## src/rtl/iq_cap_pkg.sv

```systemverilog
// Package: shared constants and helpers for the dual-edge I/Q capture block.
// Assumes code words are unsigned offset-binary, with the idle level at midscale.
package iq_cap_pkg;

    // Default code width of each channel.
    localparam int unsigned DEF_CODE_W = 10;

    // Number of channels carried on the shared bus.
    localparam int unsigned NUM_CHAN = 2;

    // Channel index used for the per-channel output registers.
    typedef enum logic [0:0] {
        CHAN_I = 1'b0,
        CHAN_Q = 1'b1
    } chan_e;

    // Midscale code for a given width: only the top bit set.
    function automatic logic [31:0] midscale(input int unsigned width);
        logic [31:0] v;
        v = 32'd0;
        v[width-1] = 1'b1;
        return v;
    endfunction

endpackage

```

## src/rtl/iq_bus_gate.sv

```systemverilog
// Module: iq_bus_gate
// Replaces the shared bus with all ones while transmit is off, as if every line were pulled high.
// Assumes the enable is stable around the edges that sample its output.
module iq_bus_gate #(
    parameter int unsigned W = iq_cap_pkg::DEF_CODE_W
) (
    input  logic         en,
    input  logic [W-1:0] bus_in,
    output logic [W-1:0] bus_eff
);

    // One gating cell per bus line.
    for (genvar b = 0; b < W; b++) begin : g_line
        assign bus_eff[b] = en ? bus_in[b] : 1'b1;
    end

endmodule

```

## src/rtl/iq_fall_capture.sv

```systemverilog
// Module: iq_fall_capture
// Takes the I word off the gated bus on the falling clock edge. It also records
// whether transmit was on at that edge, so that the rising-edge stage knows the word is fresh.
// Assumes the reset level is sampled at the falling edge as well, synchronously.
module iq_fall_capture #(
    parameter int unsigned W = iq_cap_pkg::DEF_CODE_W,
    parameter logic [W-1:0] RST_VAL = W'(iq_cap_pkg::midscale(W))
) (
    input  logic         clk,
    input  logic         rst_n,
    input  logic         en,
    input  logic [W-1:0] din,
    output logic [W-1:0] word_q,
    output logic         fresh_q
);

    // Falling-edge register for the I word.
    always_ff @(negedge clk) begin
        if (!rst_n) begin
            word_q <= RST_VAL;
        end else begin
            word_q <= din;
        end
    end

    // Falling-edge flag: the captured word belongs to an enabled cycle.
    always_ff @(negedge clk) begin
        if (!rst_n) begin
            fresh_q <= 1'b0;
        end else begin
            fresh_q <= en;
        end
    end

endmodule

```

## src/rtl/iq_pair_output.sv

```systemverilog
// Module: iq_pair_output
// On the rising edge, loads the held I word and the Q word from the bus into the
// output registers together, or forces both to the idle code when transmit is off.
// Assumes i_fresh comes from a falling-edge register in the same clock domain.
module iq_pair_output #(
    parameter int unsigned W = iq_cap_pkg::DEF_CODE_W,
    parameter logic [W-1:0] IDLE = W'(iq_cap_pkg::midscale(W))
) (
    input  logic         clk,
    input  logic         rst_n,
    input  logic         en,
    input  logic         i_fresh,
    input  logic [W-1:0] i_word,
    input  logic [W-1:0] q_word,
    output logic [W-1:0] i_out,
    output logic [W-1:0] q_out,
    output logic         valid
);

    localparam int unsigned NCH = iq_cap_pkg::NUM_CHAN;

    logic [W-1:0] src [NCH];
    logic [W-1:0] dst [NCH];
    logic         load;

    assign src[iq_cap_pkg::CHAN_I] = i_word;
    assign src[iq_cap_pkg::CHAN_Q] = q_word;
    assign load = en && i_fresh;

    // One output register per channel, all loaded on the same edge.
    for (genvar c = 0; c < NCH; c++) begin : g_chan
        // Rising-edge code register: reset, idle, load or hold.
        always_ff @(posedge clk) begin
            if (!rst_n) begin
                dst[c] <= IDLE;
            end else if (!en) begin
                dst[c] <= IDLE;
            end else if (load) begin
                dst[c] <= src[c];
            end
        end
    end

    // Rising-edge strobe: high for the cycle after a pair is loaded.
    always_ff @(posedge clk) begin
        if (!rst_n) begin
            valid <= 1'b0;
        end else begin
            valid <= load;
        end
    end

    assign i_out = dst[iq_cap_pkg::CHAN_I];
    assign q_out = dst[iq_cap_pkg::CHAN_Q];

endmodule

```

## src/rtl/iq_ddr_capture.sv

```systemverilog
// Module: iq_ddr_capture (top)
// Splits an I/Q bus that changes on both clock edges into two parallel registered codes
// that update together, plus a strobe for each new pair.
// Assumes the bus is stable around both clock edges and that tx_en changes away from the edges.
module iq_ddr_capture #(
    parameter int unsigned W = iq_cap_pkg::DEF_CODE_W
) (
    input  logic         clk,
    input  logic         rst_n,
    input  logic         tx_en,
    input  logic [W-1:0] tx_data,
    output logic [W-1:0] i_code,
    output logic [W-1:0] q_code,
    output logic         out_valid
);

    localparam logic [W-1:0] MID = W'(iq_cap_pkg::midscale(W));

    logic [W-1:0] bus_eff;
    logic [W-1:0] i_hold;
    logic         i_fresh;

    iq_bus_gate #(.W(W)) gate_i (
        .en      (tx_en),
        .bus_in  (tx_data),
        .bus_eff (bus_eff)
    );

    iq_fall_capture #(.W(W), .RST_VAL(MID)) fall_i (
        .clk     (clk),
        .rst_n   (rst_n),
        .en      (tx_en),
        .din     (bus_eff),
        .word_q  (i_hold),
        .fresh_q (i_fresh)
    );

    iq_pair_output #(.W(W), .IDLE(MID)) out_i (
        .clk     (clk),
        .rst_n   (rst_n),
        .en      (tx_en),
        .i_fresh (i_fresh),
        .i_word  (i_hold),
        .q_word  (bus_eff),
        .i_out   (i_code),
        .q_out   (q_code),
        .valid   (out_valid)
    );

endmodule

```

## config.mk

```make
export PLATFORM = sky130hd
export DESIGN_NAME = iq_ddr_capture
export DESIGN_NICKNAME = d
export VERILOG_FILES = /design/src/rtl/iq_cap_pkg.sv /design/src/rtl/iq_bus_gate.sv /design/src/rtl/iq_fall_capture.sv /design/src/rtl/iq_pair_output.sv /design/src/rtl/iq_ddr_capture.sv
export SDC_FILE = /design/constraint.sdc
export NUM_CORES = 1
export LEC_CHECK = 0
export ABC_AREA = 1
export BUFFER_PORTS_ARGS = -buffer_cell sky130_fd_sc_hd__buf_2
export CAP_MARGIN = 20
export CORE_MARGIN = 3
export CORE_UTILIZATION = 56
export CTS_BUF_LIST = sky130_fd_sc_hd__clkbuf_4 sky130_fd_sc_hd__clkbuf_8
export DETAILED_ROUTE_END_ITERATION = 16
export PLACE_DENSITY_LB_ADDON = 0.2
export SYNTH_ARGS = -nofsm -noshare
export SYNTH_HDL_FRONTEND = slang
export SYNTH_SLANG_ARGS = --single-unit
```

## constraint.sdc

```tcl
create_clock -name clk -period 3.48 [get_ports clk]
set_clock_uncertainty 0.2 [all_clocks]
set_input_delay 0.348 -clock clk [delete_from_list [all_inputs] [get_ports clk]]
set_output_delay 0.348 -clock clk [all_outputs]
set_load 0.03 [all_outputs]
```

-- Word level (Yosys, flattened, before mapping)
Memories as Yosys holds them, arrays and structs flattened.
Index checks and enable logic that the tools add are counted.
Widths: inputs -> output; s select.
- bits in registers: 12
- RAM bits: 20
- bits of input ports: 13
- memories: 1
- memory list (memory ; words ; bits a word ; read ports ; clocked after Yosys merged registers in ; wr ports ; line ; text):
    out_i.dst ; 2 ; 10 ; 2 ; 0 ; 2 ; iq_pair_output.sv:23 ; logic [W-1:0] dst [NCH];
- muxes and demuxes: 22
- bitwise operators: 4
- reductions and logical operators: 1
- operators by type and width (operator ; count):
    $mux 10 ; 4
    $mux 1 ; 18
    $or 1x1->1 ; 4
    $logic_and 1x1->1 ; 1

-- Logic depth before layout (Yosys ltp)
Gate-level depths: netlist (run 1).
- depth after elaboration: 6
- gate-level depth with buffers: 3

-- Cells and area by module
A second synthesis (run 1) with hierarchy kept.
- cell total of the unflattened synthesis: 122
- area, all modules: 1255.0 µm²
- by module, submodules not included (module ; instances ; cells each ; area an instance (µm²)):
    iq_pair_output ; 1 ; 66 ; 850.8
    iq_fall_capture ; 1 ; 35 ; 317.8
    iq_bus_gate ; 1 ; 21 ; 86.3

==> impl_metrics.env, run 1 <==
export IMPL_die_h_um=51.4
export IMPL_seq_area_frac_synth_pct=72.7
export IMPL_die_w_um=51.4
export IMPL_hold_viol=0
export IMPL_cp_arrival_ns=2.94
export IMPL_rows=15
export IMPL_htreeDepth=2
export IMPL_insertion_delay_ns=0.37
export IMPL_overflow=0
export IMPL_first_iter_violations=12
export IMPL_port_buffers=33
export IMPL_gr_usage_all_layers_pct=18.0
export IMPL_crit_path_end_kind="flop"
export IMPL_synth_area_um2=1160
export IMPL_setup_violations=0
export IMPL_reg2reg_slack_ns=0.32
export IMPL_p_per_area_nw_per_um2=533
export IMPL_syn_avg_cell_area_um2=12.4
export IMPL_finalNetCount=154
export IMPL_cts_tree="done"
export IMPL_worstPathRequired_ns=3.26
export IMPL_crit_start="fall_i.fresh_q"
export IMPL_final_layout_size_suffix_gt1_share_pct=44.4
export IMPL_drc=0
export IMPL_grt_max_degree=20
export IMPL_routed_wl_mm=1.92
export IMPL_firstDrtPassIters=3
export IMPL_cts_root_buf="clkbuf_4"
export IMPL_start_util_pct=62.9
export IMPL_io_pins=34
export IMPL_dieArea_um2=2650
export IMPL_r2r_end="out_i.dst[0][7]"
export IMPL_final_area_um2=1430
export IMPL_cp_slowest_cell="dfxtp_1"
export IMPL_grt_pass1_wl_mm=3.28
export IMPL_wl_per_cell_um=11.5
export IMPL_gp_congestion=0.741
export IMPL_antenna_found_initial=0
export IMPL_syn_nets=106
export IMPL_worst_pin_slew_ns=0.411
export IMPL_cts_hold_fix_buffers=0
export IMPL_r2r_cells=2
export IMPL_final_antenna_net_count=0
export IMPL_grt_pass1_vias=782
export IMPL_ir_drop_v=0.000344
export IMPL_critical_path_max_stage_delay_ns=0.37
export IMPL_max_cap_viol_count=0
export IMPL_syn_to_final_growth_pct=23.7
export IMPL_yosysUniqueCellTypes=13
export IMPL_syn_instance_count=93
export IMPL_maxSlewViolCount=0
export IMPL_rsz0062_at_grt="no"
export IMPL_status="finished clean"
export IMPL_crit_chain="nand3_2 > nand2_1"
export IMPL_cts_sinks=32
export IMPL_p_leak_nw=0.737
export IMPL_crit_path_start_kind="flop"
export IMPL_vias=742
export IMPL_rr_startpoint="fall_i.fresh_q"
export IMPL_worstSetupEndpoint="out_i.dst[0][7]"
export IMPL_clkSlewWorstSetupHoldPaths_ns=0.09
export IMPL_path_max_fanout=10
export IMPL_ys_warn_count=0
export IMPL_numCtsBuffers=5
export IMPL_hpwl_mm=1.47
export IMPL_critPathKind="reg2reg"
export IMPL_diodes=0
export IMPL_core_area_um2=1840
export IMPL_postCtsSetupBuffers=0
export IMPL_maxSlewHeadroom_pct=72.5
export IMPL_cts_max_path_buffers=2
export IMPL_ys_ff_latch=32
export IMPL_timing_setup_tns_ns=0
export IMPL_min_path_type="in2reg"
export IMPL_viasPerCell=4.44
export IMPL_cts_repair_resized=0
export IMPL_dpl_cell_area_um2=1330
-- synthesized netlist by cell type --
cell type / count / area share, %
edfxtp_1: 20 / 52
nand3_2: 1 / 0.87
dfxtp_1: 12 / 21
buf_2: 1 / 0.43
nor2_1: 1 / 0.32
nand2_1: 4 / 1.3
inv_1: 21 / 6.8
inv_2: 3 / 0.97
nor2_2: 16 / 8.7
buf_6: 2 / 1.9
nor2_4: 1 / 0.97
a21oi_1: 9 / 3.9
nand4_1: 2 / 1.1
-- area by class of cell --
class	count	area, µm²
Timing Repair Buffer	34	173
Clock buffer	8	60.1
Fill cell	136	409
Sequential cell	32	841
Multi-Input combinational cell	34	198
Inverter	23	86.3
Tap cell	25	31.3
Clock inverter	11	41.3
-- state kept, by name, summed over array words and instances, names as in the netlist --
| name | cells |
|---|---|
| fall_i.fresh_q | 1 |
| out_i.valid | 1 |
| out_i.dst | 20 |
| fall_i.word_q | 10 |
-- worst min path at each step --
stage / cells after the start / to / slack, ns / from
after CTS: 3 / out_i.dst[1][9] / 0.11 / tx_data[9]
after global placement: 3 / out_i.dst[1][9] / 0.44 / tx_data[9]
after detailed placement: 3 / out_i.dst[1][9] / 0.45 / tx_data[9]
after global routing: 3 / out_i.dst[1][9] / 0.13 / tx_data[9]
final: 3 / out_i.dst[1][9] / 0.12 / tx_data[9]
after floorplan: 1 / out_i.dst[0][9] / 0.31 / rst_n
-- critical path, delay by kind of cell (launching register included) --
| kind | cells | cell delay, ns |
|---|---|---|
| and+or+nand+nor | 2 | 0.45 |
| DFF | 1 | 0.37 |
-- cells in the final DEF (no fill, tap or decap), drive strengths merged --
cell type and count:
nand3 1, buf 34, nor2 18, nand2 4
a21oi 9, dfxtp 12, nand4 2, edfxtp 20
clkbuf 8, inv 34
-- where the power goes --
part	total [mW]	switching, mW	internal (mW)
sequential	0.429	0.00571	0.423
clock	0.261	0.141	0.120
combinational	0.0716	0.0525	0.0191
total	0.762	0.199	0.563
-- per-stage QoR --
| stage | setup slack, ns | power [mW] | hold slack [ns] | cells | utilization [%] |
|---|---|---|---|---|---|
| floorplan | 0.353 | 0.506 | 0.312 | 93 | - |
| global placement | 0.436 | 0.527 | 0.437 | 149 | 72.4 |
| detailed placement | 0.381 | 0.531 | 0.449 | 149 | 72.4 |
| CTS | 0.335 | 0.768 | 0.110 | 167 | 77.8 |
| global route | 0.238 | 0.805 | 0.133 | 167 | 77.8 |
| finish | 0.324 | 0.762 | 0.121 | 167 | 77.8 |
-- cells by family (layout without fill, tap and decap cells) --
| group | count (synthesis) | after routing | share of synthesized area [%] |
|---|---|---|---|
| flip-flops | 32 | 32 | 72.7 |
| AO/OA/AOI/OAI | 9 | 9 | 3.90 |
| AND/OR/NAND/NOR | 25 | 25 | 13.2 |
| buffers and inverters | 27 | 76 | 10.2 |
-- routing by layer --
metal	global-route usage [%]	wire length (µm)	vias to the layer above	share of wire [%]
li1	-	-	383	-
met1	15.7	710	325	37
met2	35.2	1040	27	54
met3	4.37	108	7	5.6
met4	11.8	57	0	3.0
met5	0	0	-	0
(Power assumes the default switching activity.)
==> run 2: changes to the inputs <==
- ABC_AREA: 1 -> not set
- CORE_MARGIN: 3 -> not set
- CTS_CLUSTER_SIZE: not set -> 25
==> run 2 against run 1 <==
  * Power up 15%
  * Final cell count down 9.0%
  * Count of clock-buffer cells in the layout down 3
  * Register-to-register slack better by 0.096 ns
  * Hold slack worse by 0.0024 ns
  * Combinational power down 14%
  * Global-route usage down 1.4 points
  * Routed wire length down 16%
  * Critical endpoint is now out_i.dst[1][5]
  * First-iteration DRC count down 33%
  * Sequential cell count unchanged
==> impl_metrics.env, run 2 <==
export IMPL_hpwl_mm=1.13
export IMPL_ys_warn_count=0
export IMPL_dieArea_um2=2220
export IMPL_worstSetupEndpoint="out_i.dst[1][5]"
export IMPL_yosysTopAreaCell="edfxtp_1"
export IMPL_numCtsBuffers=5
export IMPL_layout_common_cells="buf_2 (33), inv_1 (20), edfxtp_1 (20), and2_1 (19), dfxtp_1 (12)"
export IMPL_routed_wl_mm=1.61
export IMPL_postCtsSetupBuffers=0
export IMPL_dp_slack_ns=0.453
export IMPL_setup_violations=0
export IMPL_diodes=0
export IMPL_final_common_cell="buf_2"
export IMPL_top_regs="out_i.dst: 20 flops, fall_i.word_q: 10 flops"
export IMPL_p_leak_nw=0.719
export IMPL_synth_commonest_cells="edfxtp_1 (20), and2_1 (19), dfxtp_1 (12), inv_1 (10), a21boi_0 (9)"
export IMPL_synth_area_um2=1140
export IMPL_utilization_pct=79.2
export IMPL_hold_viol=0
export IMPL_wl_per_cell_um=10.6
export IMPL_core_area_um2=1820
export IMPL_ir_drop_v=0.000600
export IMPL_firstDrtPassIters=3
export IMPL_synth_edf_count=20
export IMPL_htreeDepth=2
export IMPL_worstPathRequired_ns=3.26
export IMPL_min_path_type="in2reg"
export IMPL_grt_max_degree=22
export IMPL_gp_congestion=0.713
export IMPL_drc=0
export IMPL_overflow=0
export IMPL_holdWs_ns=0.118
export IMPL_synth_most_common_cell="edfxtp_1"
export IMPL_grt_pass1_vias=553
export IMPL_vias=690
export IMPL_cts_tree="done"
export IMPL_clkSlewWorstSetupHoldPaths_ns=0.09
export IMPL_die_w_um=47.1
export IMPL_yosys_most_used_dff="edfxtp_1"
export IMPL_cp_arrival_ns=2.84
export IMPL_maxSlewHeadroom_pct=69.1
export IMPL_rr_startpoint="fall_i.fresh_q"
export IMPL_crit_start="fall_i.fresh_q"
export IMPL_ys_ff_latch=32
export IMPL_report_power_total_mw=0.878
export IMPL_netlist_area_leader_share_pct=52.7
export IMPL_fill_cells=115
export IMPL_largest_register="out_i.dst"
export IMPL_finalNetCount=139
export IMPL_cts_root_buf="clkbuf_4"
export IMPL_r2r_cells=1
export IMPL_crit_path_start_kind="flop"
export IMPL_cp_num_cells=1
export IMPL_worst_pin_slew_ns=0.464
export IMPL_grt_pass1_wl_mm=2.24
export IMPL_r2r_end="out_i.dst[1][5]"
export IMPL_reg2reg_slack_ns=0.42
export IMPL_async_flop_share_pct=0
export IMPL_largest_reg_flops=20
export IMPL_syn_avg_cell_area_um2=14.2
export IMPL_cp_slowest_cell="nand2b_1"
export IMPL_port_buffers=33
export IMPL_max_cap_viol_count=0
export IMPL_status="finished clean"
export IMPL_final_antenna_net_count=0
export IMPL_rsz0062_at_grt="no"
export IMPL_antenna_found_initial=0
export IMPL_synthTopCellsByArea="edfxtp_1 (53%), dfxtp_1 (21%), and2_1 (10%), a21boi_0 (5.9%), inv_1 (3.3%)"
export IMPL_cts_sinks=32
export IMPL_cts_hold_fix_buffers=0
export IMPL_die_h_um=47.1
export IMPL_crit_path_end_kind="flop"
export IMPL_cts_max_path_buffers=2
export IMPL_place_inst=134
export IMPL_critPathKind="reg2reg"
export IMPL_cp_top_family="simple AND/OR/NAND/NOR gates"
export IMPL_final_layout_size_suffix_gt1_share_pct=32.3
export IMPL_yosysUniqueCellTypes=10
export IMPL_syn_to_final_growth_pct=26.6
export IMPL_gr_usage_all_layers_pct=16.6
export IMPL_seq_area_frac_synth_pct=73.8
export IMPL_syn_nets=93
export IMPL_cts_repair_resized=0
export IMPL_first_iter_violations=8
export IMPL_cp_num_buf_inv=0
export IMPL_setup_ws_ns=0.421
export IMPL_start_util_pct=62.6
export IMPL_critical_path_max_stage_delay_ns=0.40
export IMPL_path_max_fanout=10
export IMPL_syn_instance_count=80
export IMPL_rows=15
export IMPL_final_area_um2=1440
export IMPL_io_pins=34
export IMPL_timing_setup_tns_ns=0
export IMPL_viasPerCell=4.54
export IMPL_crit_chain="nand2b_1"
export IMPL_maxSlewViolCount=0
export IMPL_insertion_delay_ns=0.38
export IMPL_dpl_cell_area_um2=1300
export IMPL_instances_no_fill=152
export IMPL_p_per_area_nw_per_um2=608
[run 2: cell types whose count changed after synthesis, sizes merged]
cell,delta
and2,+19
nor2,-18
inv,-14
a21boi,+9
a21oi,-9
nand2b,+5
nand2,-4
nand4,-2
and3,+1
clkbuf,+1
nand3,-1
[run 2: how the worst min path moves through the flow]
stage	start	endpoint	slack, ns	depth (start not counted)
finish	tx_data[6]	out_i.dst[1][6]	0.12	2
global route	tx_data[3]	out_i.dst[1][3]	0.11	2
CTS	tx_data[6]	out_i.dst[1][6]	0.11	2
detailed placement	tx_data[2]	out_i.dst[1][2]	0.45	2
global placement	tx_data[9]	out_i.dst[1][9]	0.44	2
floorplan	tx_data[9]	out_i.dst[1][9]	0.33	1
[run 2: routing by layer]
layer / share of wire, % / GRT usage [%]
met5: 0 / 0
met4: 3.5 / 14.3
met3: 4.5 / 6.15
met2: 56 / 30.0
met1: 36 / 14.0
[run 2: power by group]
part / switching, mW / internal (mW) / leakage (nW)
Combinational: 0.0423 / 0.0194 / 0.286
Clock: 0.152 / 0.238 / 0.111
Sequential: 0.00395 / 0.422 / 0.322
[run 2: layout make-up]
class                      count  area (µm²)  share of cell area [%]
sequential                    32         841                    58.3
multi-input combinational     34         229                    15.9
inverter                       9        33.8                    2.34
timing repair buffer          33         165                    11.4
clock buffer                   5        37.5                    2.60
tap                           25        31.3                    2.17
clock inverter                14         105                    7.29
[run 2: cell families after synthesis]
logic type / count (synthesis) / share of synthesized area (%)
AOI/OAI and AO/OA: 9 / 5.93
buffers and inverters: 14 / 6.15
DFF: 32 / 73.8
and+or+nand+nor: 25 / 14.2
==> run 3: changes to the inputs <==
- CTS_BUF_LIST: sky130_fd_sc_hd__clkbuf_4 sky130_fd_sc_hd__clkbuf_8 -> sky130_fd_sc_hd__clkbuf_8
- RECOVER_POWER: not set -> 100
==> run 3 against run 2 <==
  * Count of clock-buffer cells in the layout stayed put
  * Die area is the same
  * Global-route usage increased by 0.66 points
  * Via count grew 0.29%
  * Final cell count stayed put
  * Sequential cell count unchanged
  * Setup slack worse by 0.026 ns
  * Sequential power barely moved
  * Design area up 0.26%
  * Power grew 8.4%
  * Largest power group is now the clock network
  * Highest routed layer unchanged
==> impl_metrics.env, run 3 (synthesized netlist as in run 2, its figures left out) <==
export IMPL_report_power_total_mw=0.951
export IMPL_grt_max_degree=22
export IMPL_port_buffers=33
export IMPL_maxSlewHeadroom_pct=68.3
export IMPL_hold_depth=2
export IMPL_dpl_cell_area_um2=1300
export IMPL_syn_to_final_growth_pct=26.9
export IMPL_insertion_delay_ns=0.35
export IMPL_status="finished clean"
export IMPL_min_path_type="in2reg"
export IMPL_rsz0062_at_grt="no"
export IMPL_p_leak_nw=0.650
export IMPL_cp_arrival_ns=2.81
export IMPL_clkSlewWorstSetupHoldPaths_ns=0.06
export IMPL_r2r_cells=1
export IMPL_critical_path_max_stage_delay_ns=0.41
export IMPL_first_iter_violations=8
export IMPL_rr_startpoint="fall_i.fresh_q"
export IMPL_worst_pin_slew_ns=0.476
export IMPL_cts_sinks=32
export IMPL_cts_root_buf="clkbuf_8"
export IMPL_crit_chain="nand2b_1"
export IMPL_final_area_um2=1450
export IMPL_top_regs="out_i.dst: 20 flops, fall_i.word_q: 10 flops"
export IMPL_vias=692
export IMPL_overflow=0
export IMPL_cts_tree="done"
export IMPL_cp_top_family="simple AND/OR/NAND/NOR gates"
export IMPL_die_w_um=47.1
export IMPL_viasPerCell=4.55
export IMPL_crit_path_end_kind="flop"
export IMPL_worstPathRequired_ns=3.20
export IMPL_antenna_found_initial=0
export IMPL_cp_slowest_cell="nand2b_1"
export IMPL_gr_usage_all_layers_pct=17.3
export IMPL_rows=15
export IMPL_crit_path_start_kind="flop"
export IMPL_numCtsBuffers=5
export IMPL_drc=0
export IMPL_grt_pass1_vias=545
export IMPL_cts_max_path_buffers=2
export IMPL_timing_setup_tns_ns=0
export IMPL_cp_num_cells=1
export IMPL_grt_pass1_wl_mm=2.29
export IMPL_largest_register="out_i.dst"
export IMPL_fill_cells=117
export IMPL_start_util_pct=62.6
export IMPL_layout_common_cells="clkbuf_1 (22), inv_1 (20), edfxtp_1 (20), and2_1 (16), dfxtp_1 (12)"
export IMPL_multi_input_area_um2=229
export IMPL_setup_violations=0
export IMPL_gp_congestion=0.713
export IMPL_final_common_cell="clkbuf_1"
export IMPL_final_antenna_net_count=0
export IMPL_hold_viol=0
export IMPL_critPathKind="reg2reg"
export IMPL_wl_per_cell_um=11.3
export IMPL_reg2reg_slack_ns=0.39
export IMPL_final_layout_size_suffix_gt1_share_pct=15.0
export IMPL_firstDrtPassIters=4
export IMPL_cts_hold_fix_buffers=0
export IMPL_r2r_end="out_i.dst[1][7]"
export IMPL_grt_use_met2_pct=29.7
export IMPL_core_area_um2=1820
export IMPL_ir_drop_v=0.000612
export IMPL_finalNetCount=139
export IMPL_die_h_um=47.1
export IMPL_p_per_area_nw_per_um2=658
export IMPL_holdWs_ns=0.165
export IMPL_use_met1_pct=14.8
export IMPL_path_max_fanout=10
export IMPL_crit_start="fall_i.fresh_q"
export IMPL_maxSlewViolCount=0
export IMPL_cts_repair_resized=0
export IMPL_htreeDepth=2
export IMPL_cp_num_buf_inv=0
export IMPL_grt_busiest_layer="met2"
export IMPL_utilization_pct=79.5
export IMPL_regArea_um2=841
export IMPL_dieArea_um2=2220
export IMPL_globalRouteMet3Util_pct=6.15
export IMPL_max_cap_viol_count=0
export IMPL_worstSetupEndpoint="out_i.dst[1][7]"
export IMPL_routed_wl_mm=1.72
export IMPL_postCtsSetupBuffers=0
export IMPL_hpwl_mm=1.13
export IMPL_largest_reg_flops=20
export IMPL_diodes=0
export IMPL_io_pins=34
-- run 3: final cells by class --
| class | count | area share, % |
|---|---|---|
| multi-input cells | 34 | 15.8 |
| well taps | 25 | 2.16 |
| clock buffers | 5 | 4.76 |
| inverters | 9 | 2.34 |
| flip-flops and latches | 32 | 58.1 |
| repair buffers | 33 | 9.52 |
| clock inverters | 14 | 7.27 |
-- run 3: metal layers --
layer,wire [µm],up-vias
li1,-,350
met1,661,316
met2,930,21
met3,84,5
met4,46,0
met5,0,-
-- run 3: worst min-delay path by stage --
stage,start,slack [ns],end
after floorplan,tx_data[9],0.33,out_i.dst[1][9]
after detailed placement,tx_data[2],0.45,out_i.dst[1][2]
after global routing,tx_data[3],0.16,out_i.dst[1][3]
after CTS,tx_data[6],0.16,out_i.dst[1][6]
final,tx_data[0],0.17,out_i.dst[1][0]
after global placement,tx_data[9],0.44,out_i.dst[1][9]
-- run 3: metrics by stage --
| stage | worst slack (ns) | cells |
|---|---|---|
| floorplan | 0.562 | 80 |
| global placement | 0.482 | 134 |
| detailed placement | 0.453 | 134 |
| CTS | 0.388 | 152 |
| global route | 0.331 | 152 |
| finish | 0.394 | 152 |
-- run 3: power breakdown --
group | total (mW) | switching [mW] | leakage (nW) | internal (mW)
sequential | 0.428 | 0.00439 | 0.322 | 0.423
combinational | 0.0584 | 0.0426 | 0.204 | 0.0158
clock | 0.465 | 0.165 | 0.124 | 0.300
total | 0.951 | 0.212 | 0.650 | 0.739
